File: config.mk
export PLATFORM = sky130hd
export DESIGN_NAME = i2c_chan_mux
export DESIGN_NICKNAME = d
export VERILOG_FILES = /design/src/rtl/mux_pkg.sv /design/src/rtl/i2c_line_sync.sv /design/src/rtl/i2c_target_fsm.sv /design/src/rtl/chan_reg.sv /design/src/rtl/i2c_chan_mux.sv
export SDC_FILE = /design/constraint.sdc
export NUM_CORES = 1
export LEC_CHECK = 0
export ABC_AREA = 1
export BUFFER_PORTS_ARGS = -buffer_cell sky130_fd_sc_hd__buf_2
export CAP_MARGIN = 20
export CELL_PAD_IN_SITES_DETAIL_PLACEMENT = 1
export CELL_PAD_IN_SITES_GLOBAL_PLACEMENT = 1
export CORE_MARGIN = 2
export CORE_UTILIZATION = 38
export CTS_CLUSTER_SIZE = 30
export DETAILED_ROUTE_END_ITERATION = 6
export GPL_TIMING_DRIVEN = 0
export MAX_ROUTING_LAYER = met4
export PLACE_DENSITY_LB_ADDON = 0.25
export SLEW_MARGIN = 40
export SYNTH_ARGS = -nofsm -noshare
export SYNTH_HDL_FRONTEND = slang
export SYNTH_SLANG_ARGS = --single-unit
File: constraint.sdc
create_clock -name clk -period 1.4 [get_ports clk]
set_input_delay 0.28 -clock clk [delete_from_list [all_inputs] [get_ports clk]]
set_output_delay 0.28 -clock clk [all_outputs]
set_load 0.05 [all_outputs]
File: src/rtl/mux_pkg.sv
package mux_pkg;
  localparam int BYTE_BITS = 8;
  localparam int REG_BITS  = 3;
  localparam int NUM_IRQ   = 2;
  localparam logic [3:0] DEV_HI = 4'b1110;

  typedef enum logic [2:0] {
    PH_IDLE,
    PH_ADDR,
    PH_AACK,
    PH_WBYTE,
    PH_WACK,
    PH_RBYTE,
    PH_RACK,
    PH_HOLD
  } phase_t;
endpackage

File: src/rtl/i2c_line_sync.sv
module i2c_line_sync #(
  parameter int STAGES = 2
) (
  input  logic clk,
  input  logic rst,
  input  logic scl_i,
  input  logic sda_i,
  output logic scl_rise,
  output logic scl_fall,
  output logic sda_q,
  output logic start_ev,
  output logic stop_ev
);
  logic [STAGES-1:0] scl_sh;
  logic [STAGES-1:0] sda_sh;
  logic scl_p;
  logic sda_p;
  logic scl_q;

  always_ff @(posedge clk) begin
    if (rst) begin
      scl_sh <= '1;
      sda_sh <= '1;
      scl_p  <= 1'b1;
      sda_p  <= 1'b1;
    end else begin
      scl_sh[0] <= scl_i;
      sda_sh[0] <= sda_i;
      for (int k = 1; k < STAGES; k++) begin
        scl_sh[k] <= scl_sh[k-1];
        sda_sh[k] <= sda_sh[k-1];
      end
      scl_p <= scl_q;
      sda_p <= sda_q;
    end
  end

  assign scl_q    = scl_sh[STAGES-1];
  assign sda_q    = sda_sh[STAGES-1];
  assign scl_rise = scl_q & ~scl_p;
  assign scl_fall = ~scl_q & scl_p;
  assign start_ev = scl_q & scl_p & sda_p & ~sda_q;
  assign stop_ev  = scl_q & scl_p & ~sda_p & sda_q;
endmodule

File: src/rtl/i2c_target_fsm.sv
module i2c_target_fsm
  import mux_pkg::*;
#(
  parameter logic [3:0] ADDR_HI = DEV_HI
) (
  input  logic                 clk,
  input  logic                 rst,
  input  logic                 scl_rise,
  input  logic                 scl_fall,
  input  logic                 sda_q,
  input  logic                 start_ev,
  input  logic                 stop_ev,
  input  logic [2:0]           strap_i,
  input  logic [BYTE_BITS-1:0] tx_byte,
  output logic                 sda_pull_o,
  output logic                 wr_stb,
  output logic [REG_BITS-1:0]  wr_data
);
  localparam int CW = $clog2(BYTE_BITS + 1);
  localparam logic [CW-1:0] FULL = CW'(BYTE_BITS);

  phase_t               st;
  logic [CW-1:0]        cnt;
  logic [BYTE_BITS-1:0] sh;
  logic                 host_ack;
  logic                 addr_hit;

  assign addr_hit = (sh[BYTE_BITS-1:1] == {ADDR_HI, strap_i});

  always_ff @(posedge clk) begin
    if (rst) begin
      st         <= PH_IDLE;
      cnt        <= '0;
      sh         <= '0;
      host_ack   <= 1'b0;
      sda_pull_o <= 1'b0;
      wr_stb     <= 1'b0;
      wr_data    <= '0;
    end else begin
      wr_stb <= 1'b0;
      if (start_ev) begin
        st         <= PH_ADDR;
        cnt        <= '0;
        sda_pull_o <= 1'b0;
      end else if (stop_ev) begin
        st         <= PH_IDLE;
        sda_pull_o <= 1'b0;
      end else begin
        unique case (st)
          PH_ADDR, PH_WBYTE: begin
            if (scl_rise) begin
              sh  <= {sh[BYTE_BITS-2:0], sda_q};
              cnt <= cnt + 1'b1;
            end else if (scl_fall && cnt == FULL) begin
              cnt <= '0;
              if (st == PH_WBYTE) begin
                wr_stb     <= 1'b1;
                wr_data    <= sh[REG_BITS-1:0];
                sda_pull_o <= 1'b1;
                st         <= PH_WACK;
              end else if (addr_hit) begin
                sda_pull_o <= 1'b1;
                st         <= sh[0] ? PH_AACK : PH_AACK;
                host_ack   <= sh[0];
              end else begin
                st <= PH_IDLE;
              end
            end
          end
          PH_AACK: begin
            if (scl_fall) begin
              if (host_ack) begin
                sh         <= tx_byte;
                sda_pull_o <= ~tx_byte[BYTE_BITS-1];
                cnt        <= CW'(1);
                st         <= PH_RBYTE;
              end else begin
                sda_pull_o <= 1'b0;
                cnt        <= '0;
                st         <= PH_WBYTE;
              end
            end
          end
          PH_WACK: begin
            if (scl_fall) begin
              sda_pull_o <= 1'b0;
              cnt        <= '0;
              st         <= PH_WBYTE;
            end
          end
          PH_RBYTE: begin
            if (scl_fall) begin
              if (cnt == FULL) begin
                sda_pull_o <= 1'b0;
                st         <= PH_RACK;
              end else begin
                sda_pull_o <= ~sh[BYTE_BITS-2];
                sh         <= {sh[BYTE_BITS-2:0], 1'b0};
                cnt        <= cnt + 1'b1;
              end
            end
          end
          PH_RACK: begin
            if (scl_rise) begin
              host_ack <= ~sda_q;
            end else if (scl_fall) begin
              if (host_ack) begin
                sh         <= tx_byte;
                sda_pull_o <= ~tx_byte[BYTE_BITS-1];
                cnt        <= CW'(1);
                st         <= PH_RBYTE;
              end else begin
                st <= PH_HOLD;
              end
            end
          end
          default: begin
            sda_pull_o <= 1'b0;
          end
        endcase
      end
    end
  end


  ack_hold_chk: assert property (@(posedge clk) disable iff (rst)
    ((st == PH_AACK) || (st == PH_WACK)) && scl_rise |-> sda_pull_o);


  nack_release_chk: assert property (@(posedge clk) disable iff (rst)
    (st == PH_HOLD) |-> !sda_pull_o);


  idle_quiet_chk: assert property (@(posedge clk) disable iff (rst)
    (st == PH_IDLE) |-> !sda_pull_o);
endmodule

File: src/rtl/chan_reg.sv
module chan_reg
  import mux_pkg::*;
#(
  parameter int STAGES = 2
) (
  input  logic                 clk,
  input  logic                 rst,
  input  logic                 wr_stb,
  input  logic [REG_BITS-1:0]  wr_data,
  input  logic                 start_ev,
  input  logic                 stop_ev,
  input  logic [NUM_IRQ-1:0]   irq_n_i,
  output logic                 chan_en_o,
  output logic                 chan_sel_o,
  output logic                 irq_n_o,
  output logic [BYTE_BITS-1:0] status_o
);
  logic [REG_BITS-1:0] pend_q;
  logic [REG_BITS-1:0] act_q;
  logic                pend_v;
  logic [NUM_IRQ-1:0]  irq_s;

  for (genvar g = 0; g < NUM_IRQ; g++) begin : g_irq
    logic [STAGES-1:0] sh;
    always_ff @(posedge clk) begin
      if (rst) begin
        sh <= '1;
      end else begin
        sh[0] <= irq_n_i[g];
        for (int k = 1; k < STAGES; k++) sh[k] <= sh[k-1];
      end
    end
    assign irq_s[g] = sh[STAGES-1];
  end

  always_ff @(posedge clk) begin
    if (rst) begin
      pend_q <= '0;
      pend_v <= 1'b0;
      act_q  <= '0;
    end else if (start_ev) begin
      pend_v <= 1'b0;
    end else if (stop_ev) begin
      if (pend_v) act_q <= pend_q;
      pend_v <= 1'b0;
    end else if (wr_stb) begin
      pend_q <= wr_data;
      pend_v <= 1'b1;
    end
  end

  always_ff @(posedge clk) begin
    if (rst) begin
      chan_en_o  <= 1'b0;
      chan_sel_o <= 1'b0;
      irq_n_o    <= 1'b1;
    end else begin
      chan_en_o  <= act_q[2];
      chan_sel_o <= act_q[2] & act_q[0];
      irq_n_o    <= &irq_s;
    end
  end

  assign status_o = {2'b00, ~irq_s[1], ~irq_s[0], 1'b0, act_q};


  apply_on_stop_chk: assert property (@(posedge clk) disable iff (rst)
    !stop_ev |=> $stable(act_q));


  start_drops_chk: assert property (@(posedge clk) disable iff (rst)
    start_ev |=> !pend_v);


  irq_low_chk: assert property (@(posedge clk) disable iff (rst)
    !(&irq_s) |=> !irq_n_o);


  irq_high_chk: assert property (@(posedge clk) disable iff (rst)
    (&irq_s) |=> irq_n_o);
endmodule

File: src/rtl/i2c_chan_mux.sv
module i2c_chan_mux
  import mux_pkg::*;
#(
  parameter int STAGES = 2
) (
  input  logic       clk,
  input  logic       rst,
  input  logic       scl_i,
  input  logic       sda_i,
  input  logic [2:0] strap_i,
  input  logic [1:0] irq_n_i,
  output logic       sda_pull_o,
  output logic       irq_n_o,
  output logic       chan_en_o,
  output logic       chan_sel_o
);
  logic                 scl_rise;
  logic                 scl_fall;
  logic                 sda_q;
  logic                 start_ev;
  logic                 stop_ev;
  logic                 wr_stb;
  logic [REG_BITS-1:0]  wr_data;
  logic [BYTE_BITS-1:0] status;

  i2c_line_sync #(.STAGES(STAGES)) u_sync (
    .clk      (clk),
    .rst      (rst),
    .scl_i    (scl_i),
    .sda_i    (sda_i),
    .scl_rise (scl_rise),
    .scl_fall (scl_fall),
    .sda_q    (sda_q),
    .start_ev (start_ev),
    .stop_ev  (stop_ev)
  );

  i2c_target_fsm #(.ADDR_HI(DEV_HI)) u_fsm (
    .clk        (clk),
    .rst        (rst),
    .scl_rise   (scl_rise),
    .scl_fall   (scl_fall),
    .sda_q      (sda_q),
    .start_ev   (start_ev),
    .stop_ev    (stop_ev),
    .strap_i    (strap_i),
    .tx_byte    (status),
    .sda_pull_o (sda_pull_o),
    .wr_stb     (wr_stb),
    .wr_data    (wr_data)
  );

  chan_reg #(.STAGES(STAGES)) u_reg (
    .clk        (clk),
    .rst        (rst),
    .wr_stb     (wr_stb),
    .wr_data    (wr_data),
    .start_ev   (start_ev),
    .stop_ev    (stop_ev),
    .irq_n_i    (irq_n_i),
    .chan_en_o  (chan_en_o),
    .chan_sel_o (chan_sel_o),
    .irq_n_o    (irq_n_o),
    .status_o   (status)
  );
endmodule

==> impl_metrics.toml, run 1 <==
[sta]
fin_worst_skew_ns = 0.0167
period_share_pct = 114
relSlewSlack_pct = 59.0
setup_viol = 21
hold_violations = 0
layout_setup_ws_ns = -0.190
rsz0062_at_grt = "true"
hold_ws_ns = 0.167
worstMarginPinSlew_ns = 0.615
fin_crit_ns = 1.59
fmax_mhz = 629
slew_viol_final = 0

[power_and_ir_drop]
swShare_pct = 46.3
p_comb_share_pct = 55.8
p_leak_nw = 1.25
power_mw = 5.95
vdd_drop_max_mv = 1.15
seq_power_share_pct = 27.8
p_per_area_nw_per_um2 = 2190
p_sw_mw = 2.75
p_clk_share_pct = 16.4
internal-power_mw = 3.20

[status]
violations = "setup timing"
status = "finished, violations left"

[cells_and_area]
final_layout_size_suffix_gt1_share_pct = 34.8
final_util_pct = 53.6
antenna_cells = 0
layout_common_cells = "nand2_1, nor2_1, dfxtp_1"
final_nets = 352
layout_commonest_cell = "nand2_1"
syn2layout_area_growth_pct = 36.2

[global_route]
track_usage_pct = 20.8
grt_remaining_overflow = 0
grt_pass1_vias = 1993
antenna_found_initial = 0
grt_pass1_wl_um = 9340
grt_max_degree = 14

[yosys]
ys_types = 25
syn_inst = 303
synth_top_area_cell = "dfxtp_1"
yosysSeqAreaShare_pct = 41.1
avgSynthCellArea_um2 = 6.59
yosys-top-cells-area = "dfxtp_1, nand2_1, nor2_1"
ys_ff_latch = 41
synthesis.area_um2 = 2000
syn_nets = 314
synth_top_area_share_pct = 41.1
ys_warn_count = 0

[drt]
drtPass1Iterations = 4
via_per_inst = 4.96
vias = 2045
wl_per_cell_um = 15.8
drc = 0
dr.first_iter.drc_count = 104
ant_nets = 0
routed_wl_um = 6490

[cts]
clock-sinks = 41
cts-htree-levels = 2
clk_latency_ns = 0.30
clkTransAtPathRegs_ns = 0.09
tritoncts = "built"
cts_hold_buf = 0
root_buffer = "clkbuf_8"
cts_buffer_depth = 2
numCtsBuffers = 5

[critical_path]
cp-end-kind = "flip-flop"
cp-start-kind = "flip-flop"
crit_path_start = "u_sync.scl_sh[1]"
path_buf_inv = 2
cp_data_arrival_time_ns = 1.82
critPathRequiredTime_ns = 1.63
crit_path_end = "u_fsm.cnt[1]"
critPathMaxFanout = 5
regToRegEndpoint = "u_fsm.cnt[1]"
cp_top_family = "simple AND/OR/NAND/NOR gates"
cp_common_cell = "nand2_2"
path_depth = 10
r2r.worst_path.cells = 10
critPathKind = "flip-flop to flip-flop"
crit_path_top_delay_cell = "dfxtp_1"
cpPeakStageDelay_ns = 0.33
cp_cell_sequence = "inv_1, nand2_2, inv_2, nand2_4, nand2_2, nand2_2, nand3b_1, nand2_1, nand2_1, nor2_1"
setup.reg_to_reg.worst_slack_ns = -0.19
timing.rr.start = "u_sync.scl_sh[1]"

[placement]
port_buffers = 12
place.gp.congestion = 0.882
dp_hpwl_um = 3840

[floorplanning]
start_util_pct = 39.3
core_um2 = 5070
row_count = 26
fp.dieH_um = 76.5
dieArea_um2 = 5850
fp.dieW_um = 76.5
num_io_pins = 13

[min_path]
hold_class = "primary input to flip-flop"
min_from = "irq_n_i[1]"

[run]
drv_cap = 0
worst min-delay path by stage:
stage | endpoint | slack, ns | cells after the start
after CTS | u_sync.sda_sh[0] | 0.15 | 2
after global routing | u_sync.sda_sh[0] | 0.15 | 2
final | u_reg.g_irq[1].sh[0] | 0.17 | 2
after floorplan | u_reg.g_irq[0].sh[0] | 0.38 | 1
after detailed placement | u_sync.scl_sh[1] | 0.40 | 1
after global placement | u_reg.g_irq[1].sh[1] | 0.39 | 1
power by group through the flow:
stage	Clock, mW	Sequential, mW	Combinational [mW]
after global placement	0	1.58	2.10
after floorplan	0	1.58	1.66
after detailed placement	0	1.59	2.15
after global routing	1.06	1.69	3.68
final	0.977	1.66	3.32
after CTS	1.00	1.59	2.47
state kept, by name, indices dropped and copies added, names as in the netlist, 2 cells and up:
name,count
u_fsm.cnt,4
u_fsm.sh,8
u_fsm.st,3
u_fsm.wr_data,3
u_reg.act_q,3
u_reg.g_irq.sh,4
u_reg.pend_q,3
u_sync.scl_sh,2
u_sync.sda_sh,2
cell usage after synthesis:
cell type and count:
nor2_1 50, a21oi_1 14, or2_2 8, dfxtp_1 41, nand3b_1 1, buf_2 1
xor2_1 2, inv_2 3, nand4_1 1, nand2_1 81, a21oi_2 1, inv_4 1
nor2_4 2, nor3_1 3, inv_1 36, o21ai_0 28, nand3_1 16, nand3_2 1
clkbuf_1 2, buf_6 2, ha_1 2, o21ai_1 1, o21a_1 1, nor2_2 2
nand2_2 3
layer usage:
| layer | routed length (um) | GRT usage [%] | vias to the layer above |
|---|---|---|---|
| met5 | 0 | - | - |
| met4 | 154 | 7.45 | 0 |
| met3 | 192 | 4.50 | 14 |
| met2 | 3240 | 33.7 | 37 |
| met1 | 2910 | 25.5 | 969 |
| li1 | - | - | 1025 |
cell families (layout without fill, tap and decap cells):
| group | after synthesis | count (layout) | share of synthesized area (%) |
|---|---|---|---|
| DFF | 41 | 41 | 41.1 |
| buffers and inverters | 45 | 83 | 9.40 |
| adders and majority gates | 2 | 2 | 1.25 |
| and+or+nand+nor | 168 | 169 | 35.8 |
| xor gates and xnor gates | 2 | 2 | 0.877 |
| AOI/OAI and AO/OA | 45 | 45 | 11.6 |
worst register-to-register path: stages, from the launching register on:
cell and delay (ns):
dfxtp_1 0.33, inv_1 0.16, nand2_2 0.14, inv_2 0.13, nand2_4 0.08, nand2_2 0.07
nand2_2 0.05, nand3b_1 0.25, nand2_1 0.15, nand2_1 0.08, nor2_1 0.09
final cells by class:
cell class              instances  area (um^2)
multi-input cells             218         1260
clock inverters                 2         38.8
repair buffers                 30          210
fillers                       646         2360
well taps                      70         87.6
clock buffers                   6         72.6
flip-flops and latches         41          838
plain buffers                   5         41.3
inverters                      40          170
stage by stage:
stage | instances | instance area, um^2 | TNS, ns | setup slack [ns]
6_report | 412 | 2720 | -2.40 | -0.190
5_1_grt | 412 | 2720 | -4.31 | -0.353
4_1_cts | 398 | 2390 | -0.957 | -0.148
3_5_place_dp | 385 | 2140 | -5.30 | -0.337
3_3_place_gp | 385 | 2140 | -4.92 | -0.313
2_1_floorplan | 303 | 2000 | 0 | 0.00137
repair_timing:
action                                  CTS  global route
pin swaps                                13            24
endpoints found under the setup margin   25            27
hold endpoints to repair                  0             0
gates resized for setup                  38            73
buffers inserted                          4            15
cloned                                    1             0
(Power assumes the default switching activity.)
==> run 2: changes to the inputs <==
Settings changed: SKIP_CTS_REPAIR_TIMING from default to 1.
==> run 2 against run 1 <==
The run still ends with setup timing left. Die area stayed put. Wire length is 11% lower. Flip-flop and latch count is the same. Critical path type unchanged. First-iteration DRC count shrank 15%. Register-to-register slack gained 0.07 ns. Largest cell class unchanged. Maximum frequency is 4.7% higher. Worst hold slack worse by 0.0084 ns. Sequential power barely moved.
==> impl_metrics.toml, run 2 (same netlist as run 1, synthesis figures left out) <==
[cts]
cts-htree-levels = 2
tritoncts = "built"
cts_buffer_depth = 2
numCtsBuffers = 5
clkTransAtPathRegs_ns = 0.09
root_buffer = "clkbuf_8"
clk_latency_ns = 0.30
clock-sinks = 41

[cells_and_area]
final_nets = 344
final_util_pct = 50.7
seqCellArea_um2 = 831
largest_reg_flops = 8
syn2layout_area_growth_pct = 28.9
fin_area_um2 = 2570
top_regs = "u_fsm.sh (8), u_fsm.cnt (4), u_reg.g_irq.sh (4)"
final_layout_size_suffix_gt1_share_pct = 30.5
top_register = "u_fsm.sh"
layout_common_cells = "nand2_1, nor2_1, dfxtp_1"
fill_cells = 668
stdcell_count = 404
layout_commonest_cell = "nand2_1"
antenna_cells = 0
multi_input_area_um2 = 1190

[sta]
relSlewSlack_pct = 65.2
fmax_mhz = 659
hold_ws_ns = 0.158
setup_viol = 19
hold_violations = 0
layout_setup_ws_ns = -0.118
period_share_pct = 108
slew_viol_final = 0
rsz0062_at_grt = "true"
fin_crit_ns = 1.52
fin_setup_tns_ns = -1.02
fin_worst_skew_ns = 0.0137
worstMarginPinSlew_ns = 0.521

[critical_path]
cp_data_arrival_time_ns = 1.71
critPathRequiredTime_ns = 1.59
cp-start-kind = "flip-flop"
crit_path_top_delay_cell = "dfxtp_2"
cp_common_cell = "nand2_1"
cp_cell_sequence = "inv_1, nand3_1, nand2_1, nand2_2, nand3b_1, nand2_1, nand2_1, nor2_1"
cp_top_family = "simple AND/OR/NAND/NOR gates"
critPathKind = "flip-flop to flip-flop"
critPathMaxFanout = 6
cpPeakStageDelay_ns = 0.36
cp-end-kind = "flip-flop"
path_buf_inv = 1

[placement]
dp_cells = 385
post-place-ws_ns = -0.337
port_buffers = 12
placed_area_um2 = 2140
place.gp.congestion = 0.882
dp_hpwl_um = 3840

[min_path]
hold_class = "primary input to flip-flop"

[drt]
drc = 0
vias = 1969
dr.first_iter.drc_count = 88
routed_wl_um = 5790
drtPass1Iterations = 4
wl_per_cell_um = 14.3
ant_nets = 0
via_per_inst = 4.87

[status]
violations = "setup timing"
status = "finished, violations left"

[floorplanning]
row_count = 26
core_um2 = 5070
fp.dieH_um = 76.5
start_util_pct = 39.3
num_io_pins = 13
fp.dieW_um = 76.5
dieArea_um2 = 5850

[run]
drv_cap = 0

[power_and_ir_drop]
vdd_drop_max_mv = 1.13
p_per_area_nw_per_um2 = 2120
p_leak_nw = 1.20
power_mw = 5.47

[global_route]
grt_remaining_overflow = 0
grt_max_degree = 14
track_usage_pct = 19.7
antenna_found_initial = 0
grt_pass1_wl_um = 8830
grt_pass1_vias = 1868
-- run 2: worst paths after layout --
check	from	endpoint	slack (ns)	cells past startpoint
worst max-delay path	u_fsm.st[0]	u_fsm.cnt[2]	-0.12	8
worst min-delay path	sda_i	u_sync.sda_sh[0]	0.16	2
worst max register to register	u_fsm.st[0]	u_fsm.cnt[2]	-0.12	8
worst min register to register	u_sync.scl_sh[0]	u_sync.scl_sh[1]	0.41	1
-- run 2: final cells by class --
type	instances	share of cell area, %
Clock buffer	6	2.82
Timing Repair Buffer	23	5.83
Clock inverter	2	1.51
Buffer	5	1.60
Multi-Input combinational cell	217	46.3
Sequential cell	41	32.3
Tap cell	70	3.40
Inverter	40	6.22
-- run 2: layer usage --
| metal | vias up | global-route usage (%) | part of all wire, % |
|---|---|---|---|
| li1 | 1005 | - | - |
| met1 | 930 | 25.8 | 46 |
| met2 | 27 | 30.5 | 49 |
| met3 | 7 | 3.91 | 3.2 |
| met4 | 0 | 6.36 | 1.2 |
| met5 | - | - | 0 |
-- run 2: power by group --
part | switching [mW] | internal, mW
registers | 0.224 | 1.41
clock network | 0.438 | 0.536
logic | 1.80 | 1.06
total | 2.46 | 3.00
==> run 3: changes to the inputs <==
Settings changed: PLACE_DENSITY_LB_ADDON 0.25 to 0.1.
==> run 3 against run 2 <==
The run still ends with setup timing left. Non-clock buffer count decreased by 2. Wire length decreased by 4.7%. Utilization fell by 0.89 points. Worst setup slack got worse by 0.023 ns.
==> impl_metrics.toml, run 3 (same netlist as run 1, synthesis figures left out) <==
[status]
status = "finished, violations left"
violations = "setup timing"

[placement]
port_buffers = 12
place.gp.congestion = 0.849
placed_area_um2 = 2140
dp_hpwl_um = 3890

[cells_and_area]
top_regs = "u_fsm.sh (8), u_fsm.cnt (4), u_reg.g_irq.sh (4)"
layout_common_cells = "nand2_1, nor2_1, dfxtp_1"
top_register = "u_fsm.sh"
largest_reg_flops = 8
fin_area_um2 = 2530
final_layout_size_suffix_gt1_share_pct = 31.2
syn2layout_area_growth_pct = 26.6
antenna_cells = 0
final_nets = 343
layout_commonest_cell = "nand2_1"

[power_and_ir_drop]
p_per_area_nw_per_um2 = 2100
seq_power_share_pct = 30.3
p_comb_share_pct = 54.4
p_leak_nw = 1.16
power_mw = 5.30
swShare_pct = 46.2
internal-power_mw = 2.85
vdd_drop_max_mv = 0.759
p_sw_mw = 2.45
p_clk_share_pct = 15.3

[critical_path]
timing.rr.start = "u_fsm.cnt[0]"
cp_data_arrival_time_ns = 1.77
crit_path_start = "u_fsm.cnt[0]"
critPathKind = "flip-flop to flip-flop"
cp-start-kind = "flip-flop"
cp-end-kind = "flip-flop"
critPathMaxFanout = 5
critPathRequiredTime_ns = 1.63

[sta]
hold_ws_ns = 0.162
slew_viol_final = 0
fin_worst_skew_ns = 0.0130
worstMarginPinSlew_ns = 0.562
fmax_mhz = 649
relSlewSlack_pct = 62.5
hold_violations = 0
fin_crit_ns = 1.54
layout_setup_ws_ns = -0.141
period_share_pct = 110
rsz0062_at_grt = "true"
setup_viol = 19

[floorplanning]
fp.dieW_um = 76.5
core_um2 = 5070
row_count = 26
start_util_pct = 39.3
num_io_pins = 13
dieArea_um2 = 5850
fp.dieH_um = 76.5

[drt]
vias = 1938
dr.first_iter.drc_count = 106
drc = 0
wl_per_cell_um = 13.7
ant_nets = 0
via_per_inst = 4.81
drtPass1Iterations = 4
routed_wl_um = 5520

[cts]
clkTransAtPathRegs_ns = 0.08
cts_buffer_depth = 2
root_buffer = "clkbuf_8"
cts-htree-levels = 2
clk_latency_ns = 0.30
clock-sinks = 41
tritoncts = "built"
numCtsBuffers = 5

[min_path]
hold_class = "primary input to flip-flop"
min_from = "irq_n_i[1]"

[global_route]
grt_pass1_wl_um = 8980
grt_remaining_overflow = 0
antenna_found_initial = 0
grt_max_degree = 15
track_usage_pct = 19.9
grt_pass1_vias = 1954

[run]
drv_cap = 0
==> run 3: cell count changes in the layout (fill, tap and decap cells not counted), moves of 3 or more <==
cell	previous run	this run
buf_4	9	6
inv_2	7	10
nand2_1	64	67
nand2_4	8	3
==> run 3: path summary, 6_finish.rpt <==
path | depth (start not counted) | end | slack [ns]
max reg2reg | 11 | u_fsm.cnt[2] | -0.14
min | 2 | u_reg.g_irq[1].sh[0] | 0.16
min reg2reg | 1 | u_sync.scl_sh[1] | 0.41
max | 11 | u_fsm.cnt[2] | -0.14
==> run 3: final cells by class <==
cell class | count | area [um^2]
buffer | 5 | 37.5
sequential | 41 | 832
fill | 686 | 2550
inverter | 40 | 155
multi-input combinational | 218 | 1190
tap | 70 | 87.6
timing repair buffer | 21 | 139
clock inverter | 3 | 21.3
clock buffer | 5 | 68.8
==> run 3: power by group through the flow <==
stage | clock [mW] | sequential (mW) | combinational (mW)
floorplan | 0 | 1.58 | 1.66
global placement | 0 | 1.58 | 2.12
detailed placement | 0 | 1.59 | 2.16
CTS | 0.850 | 1.56 | 2.17
global route | 0.891 | 1.64 | 3.28
finish | 0.811 | 1.61 | 2.88
==> run 3: routing by layer <==
layer  routed length [um]  vias up  track usage, %
met3                  115        4            3.67
met2                 2660       16            31.9
met4                   55        0            6.55
met5                    0        -               -
li1                     -      999               -
met1                 2690      919            25.3
==> run 3: worst max-delay path, cell delays in order, from the launching register on <==
cell	delay (ns)
dfxtp_2	0.33
inv_2	0.08
ha_4	0.14
nand2_4	0.05
nor2_4	0.15
nand2_4	0.07
nand2_2	0.06
nand2_2	0.04
nand3b_1	0.28
nand2_1	0.14
nand2_1	0.06
nor2_1	0.09
==> run 3: stage by stage <==
| stage | setup WS (ns) | utilization [%] | cells | setup TNS [ns] |
|---|---|---|---|---|
| 2_1_floorplan | 0.00137 | - | 303 | 0 |
| 3_3_place_gp | -0.291 | 42.3 | 385 | -5.08 |
| 3_5_place_dp | -0.320 | 42.3 | 385 | -5.69 |
| 4_1_cts | -0.334 | 44.0 | 393 | -5.80 |
| 5_1_grt | -0.283 | 49.8 | 403 | -3.66 |
| 6_report | -0.141 | 49.8 | 403 | -1.31 |
